<file path="src/rtl/sc_core_pkg.sv">
package sc_core_pkg;
  localparam int DATA_W  = 16;
  localparam int ADDR_W  = 6;
  localparam int FRAC_W  = 8;
  localparam int OP_W    = 3;
  localparam int PRE_W   = 2;
  localparam int INSTR_W = 3 * ADDR_W + OP_W + 2 * PRE_W;

  typedef logic [DATA_W-1:0] word_t;
  typedef logic [ADDR_W-1:0] addr_t;

  typedef enum logic [OP_W-1:0] {
    OP_NOP = 3'd0,
    OP_IN  = 3'd1,
    OP_OUT = 3'd2,
    OP_ADD = 3'd3,
    OP_MUL = 3'd4
  } opcode_e;

  typedef enum logic [PRE_W-1:0] {
    PRE_PASS = 2'd0,
    PRE_NEG  = 2'd1,
    PRE_ABS  = 2'd2,
    PRE_ZERO = 2'd3
  } preop_e;

  // destination occupies the top bits, source 1 the bottom bits
  typedef struct packed {
    addr_t             dest;
    logic [OP_W-1:0]   op;
    logic [PRE_W-1:0]  pre2;
    logic [PRE_W-1:0]  pre1;
    addr_t             src2;
    addr_t             src1;
  } instr_t;

  typedef struct packed {
    addr_t dest;
    word_t data;
  } result_t;

  function automatic word_t pre_apply(input logic [PRE_W-1:0] sel, input word_t v);
    word_t neg;
    neg = word_t'(~v + 1'b1);
    case (sel)
      PRE_PASS: return v;
      PRE_NEG:  return neg;
      PRE_ABS:  return v[DATA_W-1] ? neg : v;
      default:  return '0;
    endcase
  endfunction

  function automatic word_t fx_add(input word_t a, input word_t b);
    return word_t'(a + b);
  endfunction

  function automatic word_t fx_mul(input word_t a, input word_t b);
    logic signed [2*DATA_W-1:0] prod;
    logic signed [2*DATA_W-1:0] scaled;
    prod   = $signed(a) * $signed(b);
    scaled = prod >>> FRAC_W;
    return scaled[DATA_W-1:0];
  endfunction
endpackage

</file>
<file path="src/rtl/sc_delay_line.sv">
module sc_delay_line #(
  parameter int DEPTH = 2,
  parameter int WIDTH = 8
) (
  input  logic             clk,
  input  logic             rst_n,
  input  logic             in_v,
  input  logic [WIDTH-1:0] in_data,
  output logic             out_v,
  output logic [WIDTH-1:0] out_data
);
  // DEPTH must be at least 1; each stage holds one in-flight result
  for (genvar g = 0; g < DEPTH; g++) begin : g_stage
    logic             sv;
    logic [WIDTH-1:0] sd;
    if (g == 0) begin : g_head
      always_ff @(posedge clk or negedge rst_n) begin
        if (!rst_n) begin
          sv <= 1'b0;
          sd <= '0;
        end else begin
          sv <= in_v;
          sd <= in_data;
        end
      end
    end else begin : g_body
      always_ff @(posedge clk or negedge rst_n) begin
        if (!rst_n) begin
          sv <= 1'b0;
          sd <= '0;
        end else begin
          sv <= g_stage[g-1].sv;
          sd <= g_stage[g-1].sd;
        end
      end
    end
  end

  assign out_v    = g_stage[DEPTH-1].sv;
  assign out_data = g_stage[DEPTH-1].sd;
endmodule

</file>
<file path="src/rtl/sc_fetch_decode.sv">
module sc_fetch_decode
  import sc_core_pkg::*;
#(
  parameter int PC_W = 6,
  parameter int N_IN = 4
) (
  input  logic                   clk,
  input  logic                   rst_n,
  output logic [PC_W-1:0]        prog_addr,
  input  logic [INSTR_W-1:0]     prog_data,
  input  logic [N_IN*DATA_W-1:0] in_regs,
  // input-instruction result, due in the decode cycle
  output logic                   in_v,
  output addr_t                  in_dest,
  output word_t                  in_data,
  // operand-fetch stage fields
  output addr_t                  of_src1,
  output addr_t                  of_src2,
  output logic [OP_W-1:0]        of_op,
  output logic [PRE_W-1:0]       of_pre1,
  output logic [PRE_W-1:0]       of_pre2,
  output addr_t                  of_dest
);
  logic [PC_W-1:0] pc_q;
  instr_t          ifid_q;
  instr_t          of_q;

  // fetch: counter never holds, the schedule is fixed
  always_ff @(posedge clk or negedge rst_n) begin
    if (!rst_n) begin
      pc_q   <= '0;
      ifid_q <= '0;
    end else begin
      pc_q   <= pc_q + 1'b1;
      ifid_q <= instr_t'(prog_data);
    end
  end

  assign prog_addr = pc_q;

  // decode: input instructions complete here
  always_comb begin
    in_data = '0;
    for (int k = 0; k < N_IN; k++) begin
      if (ifid_q.src1 == ADDR_W'(k)) in_data = in_regs[k*DATA_W +: DATA_W];
    end
  end

  assign in_v    = (ifid_q.op == OP_IN);
  assign in_dest = ifid_q.dest;

  always_ff @(posedge clk or negedge rst_n) begin
    if (!rst_n) of_q <= '0;
    else        of_q <= ifid_q;
  end

  assign of_src1 = of_q.src1;
  assign of_src2 = of_q.src2;
  assign of_op   = of_q.op;
  assign of_pre1 = of_q.pre1;
  assign of_pre2 = of_q.pre2;
  assign of_dest = of_q.dest;

  a_r1_pc_steps: assert property (@(posedge clk) disable iff (!rst_n)
    $past(rst_n) |-> prog_addr == PC_W'($past(prog_addr) + 1'b1));
endmodule

</file>
<file path="src/rtl/sc_execute.sv">
module sc_execute
  import sc_core_pkg::*;
#(
  parameter int ADD_LAT = 5,
  parameter int MUL_LAT = 6
) (
  input  logic              clk,
  input  logic              rst_n,
  input  logic [OP_W-1:0]   of_op,
  input  logic [PRE_W-1:0]  of_pre1,
  input  logic [PRE_W-1:0]  of_pre2,
  input  addr_t             of_dest,
  input  word_t             rd_a,
  input  word_t             rd_b,
  output logic              add_v,
  output addr_t             add_dest,
  output word_t             add_data,
  output logic              mul_v,
  output addr_t             mul_dest,
  output word_t             mul_data,
  output logic              out_we,
  output addr_t             out_idx,
  output word_t             out_data
);
  // three cycles pass before operands arrive (decode, operand fetch, read)
  localparam int ISSUE_TO_EX = 3;
  localparam int ADD_DEPTH   = ADD_LAT - ISSUE_TO_EX;
  localparam int MUL_DEPTH   = MUL_LAT - ISSUE_TO_EX;
  localparam int RES_W       = ADDR_W + DATA_W;

  logic [OP_W-1:0]  ex_op;
  logic [PRE_W-1:0] ex_pre1, ex_pre2;
  addr_t            ex_dest;

  always_ff @(posedge clk or negedge rst_n) begin
    if (!rst_n) begin
      ex_op   <= '0;
      ex_pre1 <= '0;
      ex_pre2 <= '0;
      ex_dest <= '0;
    end else begin
      ex_op   <= of_op;
      ex_pre1 <= of_pre1;
      ex_pre2 <= of_pre2;
      ex_dest <= of_dest;
    end
  end

  word_t   opnd_a, opnd_b;
  result_t add_now, mul_now, add_late, mul_late;
  logic    is_add, is_mul;

  assign opnd_a = pre_apply(ex_pre1, rd_a);
  assign opnd_b = pre_apply(ex_pre2, rd_b);
  assign is_add = (ex_op == OP_ADD);
  assign is_mul = (ex_op == OP_MUL);

  assign add_now = '{dest: ex_dest, data: fx_add(opnd_a, opnd_b)};
  assign mul_now = '{dest: ex_dest, data: fx_mul(opnd_a, opnd_b)};

  // results are computed at once and held back to the scheduled latency
  sc_delay_line #(.DEPTH(ADD_DEPTH), .WIDTH(RES_W)) u_add_dly (
    .clk      (clk),
    .rst_n    (rst_n),
    .in_v     (is_add),
    .in_data  (add_now),
    .out_v    (add_v),
    .out_data (add_late)
  );

  sc_delay_line #(.DEPTH(MUL_DEPTH), .WIDTH(RES_W)) u_mul_dly (
    .clk      (clk),
    .rst_n    (rst_n),
    .in_v     (is_mul),
    .in_data  (mul_now),
    .out_v    (mul_v),
    .out_data (mul_late)
  );

  assign add_dest = add_late.dest;
  assign add_data = add_late.data;
  assign mul_dest = mul_late.dest;
  assign mul_data = mul_late.data;

  assign out_we   = (ex_op == OP_OUT);
  assign out_idx  = ex_dest;
  assign out_data = opnd_a;
endmodule

</file>
<file path="src/rtl/sc_retire.sv">
module sc_retire
  import sc_core_pkg::*;
#(
  parameter int N_OUT = 4
) (
  input  logic                    clk,
  input  logic                    rst_n,
  input  logic                    mul_v,
  input  addr_t                   mul_dest,
  input  word_t                   mul_data,
  input  logic                    add_v,
  input  addr_t                   add_dest,
  input  word_t                   add_data,
  input  logic                    in_v,
  input  addr_t                   in_dest,
  input  word_t                   in_data,
  input  logic                    out_we,
  input  addr_t                   out_idx,
  input  word_t                   out_data,
  output logic                    wr_en,
  output addr_t                   wr_addr,
  output word_t                   wr_data,
  output logic                    wr_clash,
  output logic [N_OUT*DATA_W-1:0] out_regs
);
  logic    clash_now;
  logic    win_v;
  result_t win;

  assign clash_now = ($countones({mul_v, add_v, in_v}) > 1);

  // one write port: the longest-latency result wins
  always_comb begin
    win_v = 1'b1;
    if (mul_v)      win = '{dest: mul_dest, data: mul_data};
    else if (add_v) win = '{dest: add_dest, data: add_data};
    else if (in_v)  win = '{dest: in_dest,  data: in_data};
    else begin
      win_v = 1'b0;
      win   = '0;
    end
  end

  always_ff @(posedge clk or negedge rst_n) begin
    if (!rst_n) begin
      wr_en    <= 1'b0;
      wr_addr  <= '0;
      wr_data  <= '0;
      wr_clash <= 1'b0;
    end else begin
      wr_en    <= win_v;
      wr_addr  <= win.dest;
      wr_data  <= win.data;
      wr_clash <= clash_now;
    end
  end

  word_t out_q [N_OUT];

  always_ff @(posedge clk or negedge rst_n) begin
    if (!rst_n) begin
      for (int k = 0; k < N_OUT; k++) out_q[k] <= '0;
    end else begin
      for (int k = 0; k < N_OUT; k++) begin
        if (out_we && out_idx == ADDR_W'(k)) out_q[k] <= out_data;
      end
    end
  end

  for (genvar g = 0; g < N_OUT; g++) begin : g_out
    assign out_regs[g*DATA_W +: DATA_W] = out_q[g];
  end

  a_r11_clash_raised: assert property (@(posedge clk) disable iff (!rst_n)
    ($countones({mul_v, add_v, in_v}) > 1) |=> wr_clash);

  a_r9_write_has_source: assert property (@(posedge clk) disable iff (!rst_n)
    wr_en |-> $past(mul_v || add_v || in_v));

  a_r4_in_one_cycle: assert property (@(posedge clk) disable iff (!rst_n)
    (in_v && !mul_v && !add_v) |=>
      (wr_en && wr_addr == $past(in_dest) && wr_data == $past(in_data)));

  a_r11_mul_wins: assert property (@(posedge clk) disable iff (!rst_n)
    mul_v |=> (wr_addr == $past(mul_dest) && wr_data == $past(mul_data)));
endmodule

</file>
<file path="src/rtl/sched_core.sv">
module sched_core
  import sc_core_pkg::*;
#(
  parameter int PC_W    = 6,
  parameter int N_IN    = 4,
  parameter int N_OUT   = 4,
  parameter int ADD_LAT = 5,
  parameter int MUL_LAT = 6
) (
  input  logic                    clk,
  input  logic                    rst_n,
  output logic [PC_W-1:0]         prog_addr,
  input  logic [INSTR_W-1:0]      prog_data,
  output logic [ADDR_W-1:0]       rd_addr_a,
  output logic [ADDR_W-1:0]       rd_addr_b,
  input  logic [DATA_W-1:0]       rd_data_a,
  input  logic [DATA_W-1:0]       rd_data_b,
  output logic                    wr_en,
  output logic [ADDR_W-1:0]       wr_addr,
  output logic [DATA_W-1:0]       wr_data,
  output logic                    wr_clash,
  input  logic [N_IN*DATA_W-1:0]  in_regs,
  output logic [N_OUT*DATA_W-1:0] out_regs
);
  // named internal events between stages
  logic             in_v, add_v, mul_v, out_we;
  addr_t            in_dest, add_dest, mul_dest, out_idx;
  word_t            in_data, add_data, mul_data, out_data;
  logic [OP_W-1:0]  of_op;
  logic [PRE_W-1:0] of_pre1, of_pre2;
  addr_t            of_dest;

  sc_fetch_decode #(.PC_W(PC_W), .N_IN(N_IN)) u_front (
    .clk       (clk),
    .rst_n     (rst_n),
    .prog_addr (prog_addr),
    .prog_data (prog_data),
    .in_regs   (in_regs),
    .in_v      (in_v),
    .in_dest   (in_dest),
    .in_data   (in_data),
    .of_src1   (rd_addr_a),
    .of_src2   (rd_addr_b),
    .of_op     (of_op),
    .of_pre1   (of_pre1),
    .of_pre2   (of_pre2),
    .of_dest   (of_dest)
  );

  sc_execute #(.ADD_LAT(ADD_LAT), .MUL_LAT(MUL_LAT)) u_exec (
    .clk      (clk),
    .rst_n    (rst_n),
    .of_op    (of_op),
    .of_pre1  (of_pre1),
    .of_pre2  (of_pre2),
    .of_dest  (of_dest),
    .rd_a     (rd_data_a),
    .rd_b     (rd_data_b),
    .add_v    (add_v),
    .add_dest (add_dest),
    .add_data (add_data),
    .mul_v    (mul_v),
    .mul_dest (mul_dest),
    .mul_data (mul_data),
    .out_we   (out_we),
    .out_idx  (out_idx),
    .out_data (out_data)
  );

  sc_retire #(.N_OUT(N_OUT)) u_retire (
    .clk      (clk),
    .rst_n    (rst_n),
    .mul_v    (mul_v),
    .mul_dest (mul_dest),
    .mul_data (mul_data),
    .add_v    (add_v),
    .add_dest (add_dest),
    .add_data (add_data),
    .in_v     (in_v),
    .in_dest  (in_dest),
    .in_data  (in_data),
    .out_we   (out_we),
    .out_idx  (out_idx),
    .out_data (out_data),
    .wr_en    (wr_en),
    .wr_addr  (wr_addr),
    .wr_data  (wr_data),
    .wr_clash (wr_clash),
    .out_regs (out_regs)
  );
endmodule

</file>
<file path="config.mk">
export PLATFORM = sky130hd
export DESIGN_NAME = sched_core
export DESIGN_NICKNAME = d
export VERILOG_FILES = /design/src/rtl/sc_core_pkg.sv /design/src/rtl/sc_delay_line.sv /design/src/rtl/sc_fetch_decode.sv /design/src/rtl/sc_execute.sv /design/src/rtl/sc_retire.sv /design/src/rtl/sched_core.sv
export SDC_FILE = /design/constraint.sdc
export NUM_CORES = 1
export LEC_CHECK = 0
export CAP_MARGIN = 20
export CORE_MARGIN = 2
export CORE_UTILIZATION = 44
export CTS_BUF_LIST = sky130_fd_sc_hd__clkbuf_8
export DETAILED_ROUTE_END_ITERATION = 8
export HOLD_SLACK_MARGIN = 0.05
export MAX_ROUTING_LAYER = met4
export PLACE_DENSITY = 0.75
export SYNTH_ARGS = -nofsm -noshare
export SYNTH_HDL_FRONTEND = slang
export SYNTH_SLANG_ARGS = --single-unit
</file>
<file path="constraint.sdc">
create_clock -name clk -period 8.7 [get_ports clk]
set_input_delay 2.175 -clock clk [delete_from_list [all_inputs] [get_ports clk]]
set_output_delay 2.175 -clock clk [all_outputs]
set_load 0.02 [all_outputs]
</file>
==> results.tsv <==
stage	metric	value	unit
timing	total negative setup slack	0	ns
critical_path	cell family with most CP delay	adder cells	
power_and_ir_drop	Leakage Power	11.3	nW
place	IO Port Bufs	228	
floorplan	die width	201	um
worst_hold_path	Hold Crit Start	u_front.of_pre2[0]	
clock_network	CTS tree	done	
clock_network	clk sink count	260	
critical_path	crit-path max FO	4	
timing	final period utilization	97.9	%
critical_path	Worst R2R End	u_exec.u_mul_dly.g_stage[0].sd[15]	
critical_path	crit-path max cell delay	0.55	ns
synthesis	post-synthesis register bit count	260	
critical_path	Crit-path slowest cell	or4_2	
power_and_ir_drop	Worst VDD drop	0.361	mV
flow_run	# Max-Cap Violations	0	
clock_network	Max clock buf depth	3	
synthesis	syn nets	2044	
timing	final setup vio count	0	
timing	clock skew	0.0221	ns
timing	Pins Over Slew Limit	0	
final_layout	commonest non-fill, non-tap cell in the layout	inv_1	
critical_path	crit-path most repeated cell	fa_1	
routing	DRC Markers	0	
floorplan	Core ar.	0.0385	mm2
floorplan	die area	0.0404	mm2
routing	Final ANT Viol Nets	0	
routing	final wirelength	47100	um
power_and_ir_drop	Psw	0.00312	W
grt	Total GRT Usage	24.8	%
synthesis	xor/xnor share of the synthesized area	3.96	%
grt	first-pass GRT wire length	75300	um
place	Final GP Congestion	0.982	
synthesis	EDFF count, synth	0	
grt	vias in the first global route	14200	
power_and_ir_drop	cell area power density	343	mW/mm2
synthesis	Synth Area in Adders	28.7	%
timing	Tightest Pin Transition	1.03	ns
routing	DRT Pass-1 Iters	4	
synthesis	mapped cell area	0.0171	mm2
critical_path	crit path DAT	9.02	ns
final_layout	Finished Core Util	60.0	%
grt	initial antenna violation count	1	
synthesis	Synth Area in Compound Gates	7.32	%
place	HPWL Detailed	37900	um
synthesis	Yosys cell types	70	
worst_hold_path	Hold Path Sink	u_exec.ex_pre2[0]	
routing	vias per cell	4.95	
grt	largest net degree at the start of global routing	166	
critical_path	FF-to-FF path depth	25	
routing	routed vias	13100	
grt	GRT Residual Overflow	0	
timing	Tmin final	8.51	ns
synthesis	multiplexer share of the synthesized area	2.44	%
timing	FMAX	117	MHz
power_and_ir_drop	combinational power share	65.7	%
clock_network	Root Buffer	clkbuf_8	
final_layout	fin cells	2645	
floorplan	initial core utilization	44.4	%
timing	worst rel slew slack	31.5	%
synthesis	Primary FF master, synth	dfrtp_1	
clock_network	Worst-Skew Late Latency	0.59	ns
critical_path	Buf/Inv on CP	7	
floorplan	Die Y	201	um
final_layout	nets	2494	
timing	final setup margin	0.187	ns
worst_hold_path	HP Class	reg -> reg	
power_and_ir_drop	switch share	39.3	%
power_and_ir_drop	Clock power frac	14.4	%
worst_hold_path	hold path cells	0	
synthesis	YS warnings	0	
synthesis	largest family of logic cells by synthesized area	adder cells	
critical_path	Crit Reg-Reg Startpoint	u_exec.ex_pre2[0]	
clock_network	clock slew at reported path FFs	0.06	ns
critical_path	critical path class	in -> reg	
status	status	finished clean	
final_layout	layout cells sized above 1	21.4	%
final_layout	most frequent cells in the layout	280 x inv_1, 260 x dfrtp_1, 218 x buf_4	
timing	final hold viol count	0	
clock_network	CTS H-tree depth	2	
routing	drt initial violations	694	
synthesis	post-synthesis sequential area ratio	38.1	%
synthesis	Simple-Gate Fraction of Synth Area	11.7	%
power_and_ir_drop	Int Pwr	0.00481	W
synthesis	async set-reset flop share out of synthesis	100	%
power_and_ir_drop	sequential share of power	19.9	%
floorplan	I/O pin cnt	229	
critical_path	flop2flop setup slack	1.78	ns
final_layout	Area Overhead vs Synth	35.1	%
critical_path	Worst Path Required	9.20	ns
floorplan	row cnt	72	
power_and_ir_drop	Final Total Pwr	0.00792	W
place	pre-CTS setup slack	-0.818	ns
routing	wire per inst	17.8	um
synthesis	Mapped Cells	1642	
critical_path	critical path endpoint category	register	
clock_network	CTS Buf Count	44	
synthesis	Mean Syn Cell Area	10.4	um2
place	dpl cells	2538	
critical_path	startpoint types	primary input	
## registers in the layout (all words and copies together) (netlist names), 16 cells and up
register and count:
u_exec.u_mul_dly.out_data 22, u_exec.u_add_dly.out_data 22, u_retire.out_regs 64, u_front.ifid_q 19
u_exec.u_add_dly.g_stage.sd 22, u_retire.wr_data 16, u_exec.u_mul_dly.g_stage.sd 32
## stage by stage
step / cell area, um2 / hold WS [ns]
finish: 23100 / 0.338
detailed placement: 21400 / 0.335
global placement: 21400 / 0.332
floorplan: 17100 / 0.331
CTS: 22500 / 0.339
global route: 23100 / 0.344
## cell type report
type / count / area [um2]
tap: 518 / 648
sequential: 260 / 6510
antenna: 1 / 2.50
clock inverter: 25 / 201
multi-input combinational: 1027 / 9560
fill: 3227 / 15400
timing repair buffer: 468 / 4290
clock buffer: 55 / 757
inverter: 291 / 1100
## power groups by stage
stage               combinational [W]  sequential [W]  clock (W)
floorplan                     0.00301         0.00162          0
global placement              0.00468         0.00159          0
detailed placement            0.00484         0.00160          0
CTS                           0.00492         0.00158    0.00118
global route                  0.00588         0.00160    0.00124
finish                        0.00521         0.00157    0.00114
## how the worst max path moves through the flow
stage | depth (start not counted) | end | slack [ns] | start
global placement | 26 | u_exec.u_mul_dly.g_stage[0].sd[15] | -0.70 | rd_data_b[6]
CTS | 30 | u_exec.u_mul_dly.g_stage[0].sd[15] | 0.002 | rd_data_b[6]
global route | 29 | u_exec.u_mul_dly.g_stage[0].sd[15] | -0.02 | rd_data_a[5]
detailed placement | 26 | u_exec.u_mul_dly.g_stage[0].sd[15] | -0.82 | rd_data_b[6]
floorplan | 24 | u_exec.u_mul_dly.g_stage[0].sd[15] | 0.02 | rd_data_b[2]
finish | 28 | u_exec.u_mul_dly.g_stage[0].sd[15] | 0.19 | rd_data_b[2]
## synthesized netlist by cell type (all sizes together), types with 6 or more instances
cell type	number	area, um2
nand2b	6	37.5
fa	187	3740
nor2	140	533
dfrtp	260	6510
o21ai	104	520
nor3	22	115
clkbuf	58	220
a21oi	34	170
or2	20	125
nand2	194	738
or3	6	42.5
a21o	13	97.6
o31ai	6	45.0
and2	10	62.6
xor2	25	226
xnor2	48	428
and3	10	62.6
inv	287	1080
nand3	8	40.0
ha	92	1150
buf	6	30.0
a22oi	17	128
or4	9	83.8
mux4	16	360
## worst reg2reg max path: stages (launching register included)
cell       delay, ns
dfrtp_1         0.54
and2_1          0.76
nand2b_1        0.31
inv_1           0.10
ha_1            0.24
fa_1            0.52
inv_1           0.06
fa_1            0.52
fa_1            0.52
inv_1           0.05
ha_1            0.31
fa_1            0.54
inv_1           0.05
fa_1            0.52
inv_1           0.04
ha_1            0.31
a21o_1          0.18
a21o_1          0.17
a21oi_1         0.15
buf_4           0.14
o2bb2ai_2       0.06
a21oi_2         0.16
a211o_1         0.21
a21boi_2        0.08
a21oi_2         0.17
xnor2_2         0.12
## cells by family (layout without fill, tap and decap cells)
logic type / after synthesis / count (layout)
other: 0 / 1
AOI/OAI and AO/OA: 207 / 207
muxes: 21 / 21
DFF: 260 / 260
buffers and inverters: 355 / 839
and+or+nand+nor: 446 / 446
xor gates and xnor gates: 74 / 74
adders and majority gates: 279 / 279
## layer usage
layer | wire (um) | global-route usage, % | vias to the layer above
met1 | 19700 | 31.3 | 6439
met4 | 1940 | 10.2 | 0
met5 | 0 | - | -
li1 | - | - | 6038
met3 | 3400 | 5.57 | 114
met2 | 22000 | 38.9 | 490
## repair_timing
action	4_1_cts	5_1_grt
pin swaps	25	75
endpoints found under the setup margin	6	12
setup buffers	11	10
hold buffers	0	0
resized for setup	30	109
No activity file was read; power rests on OpenSTA's default activity.
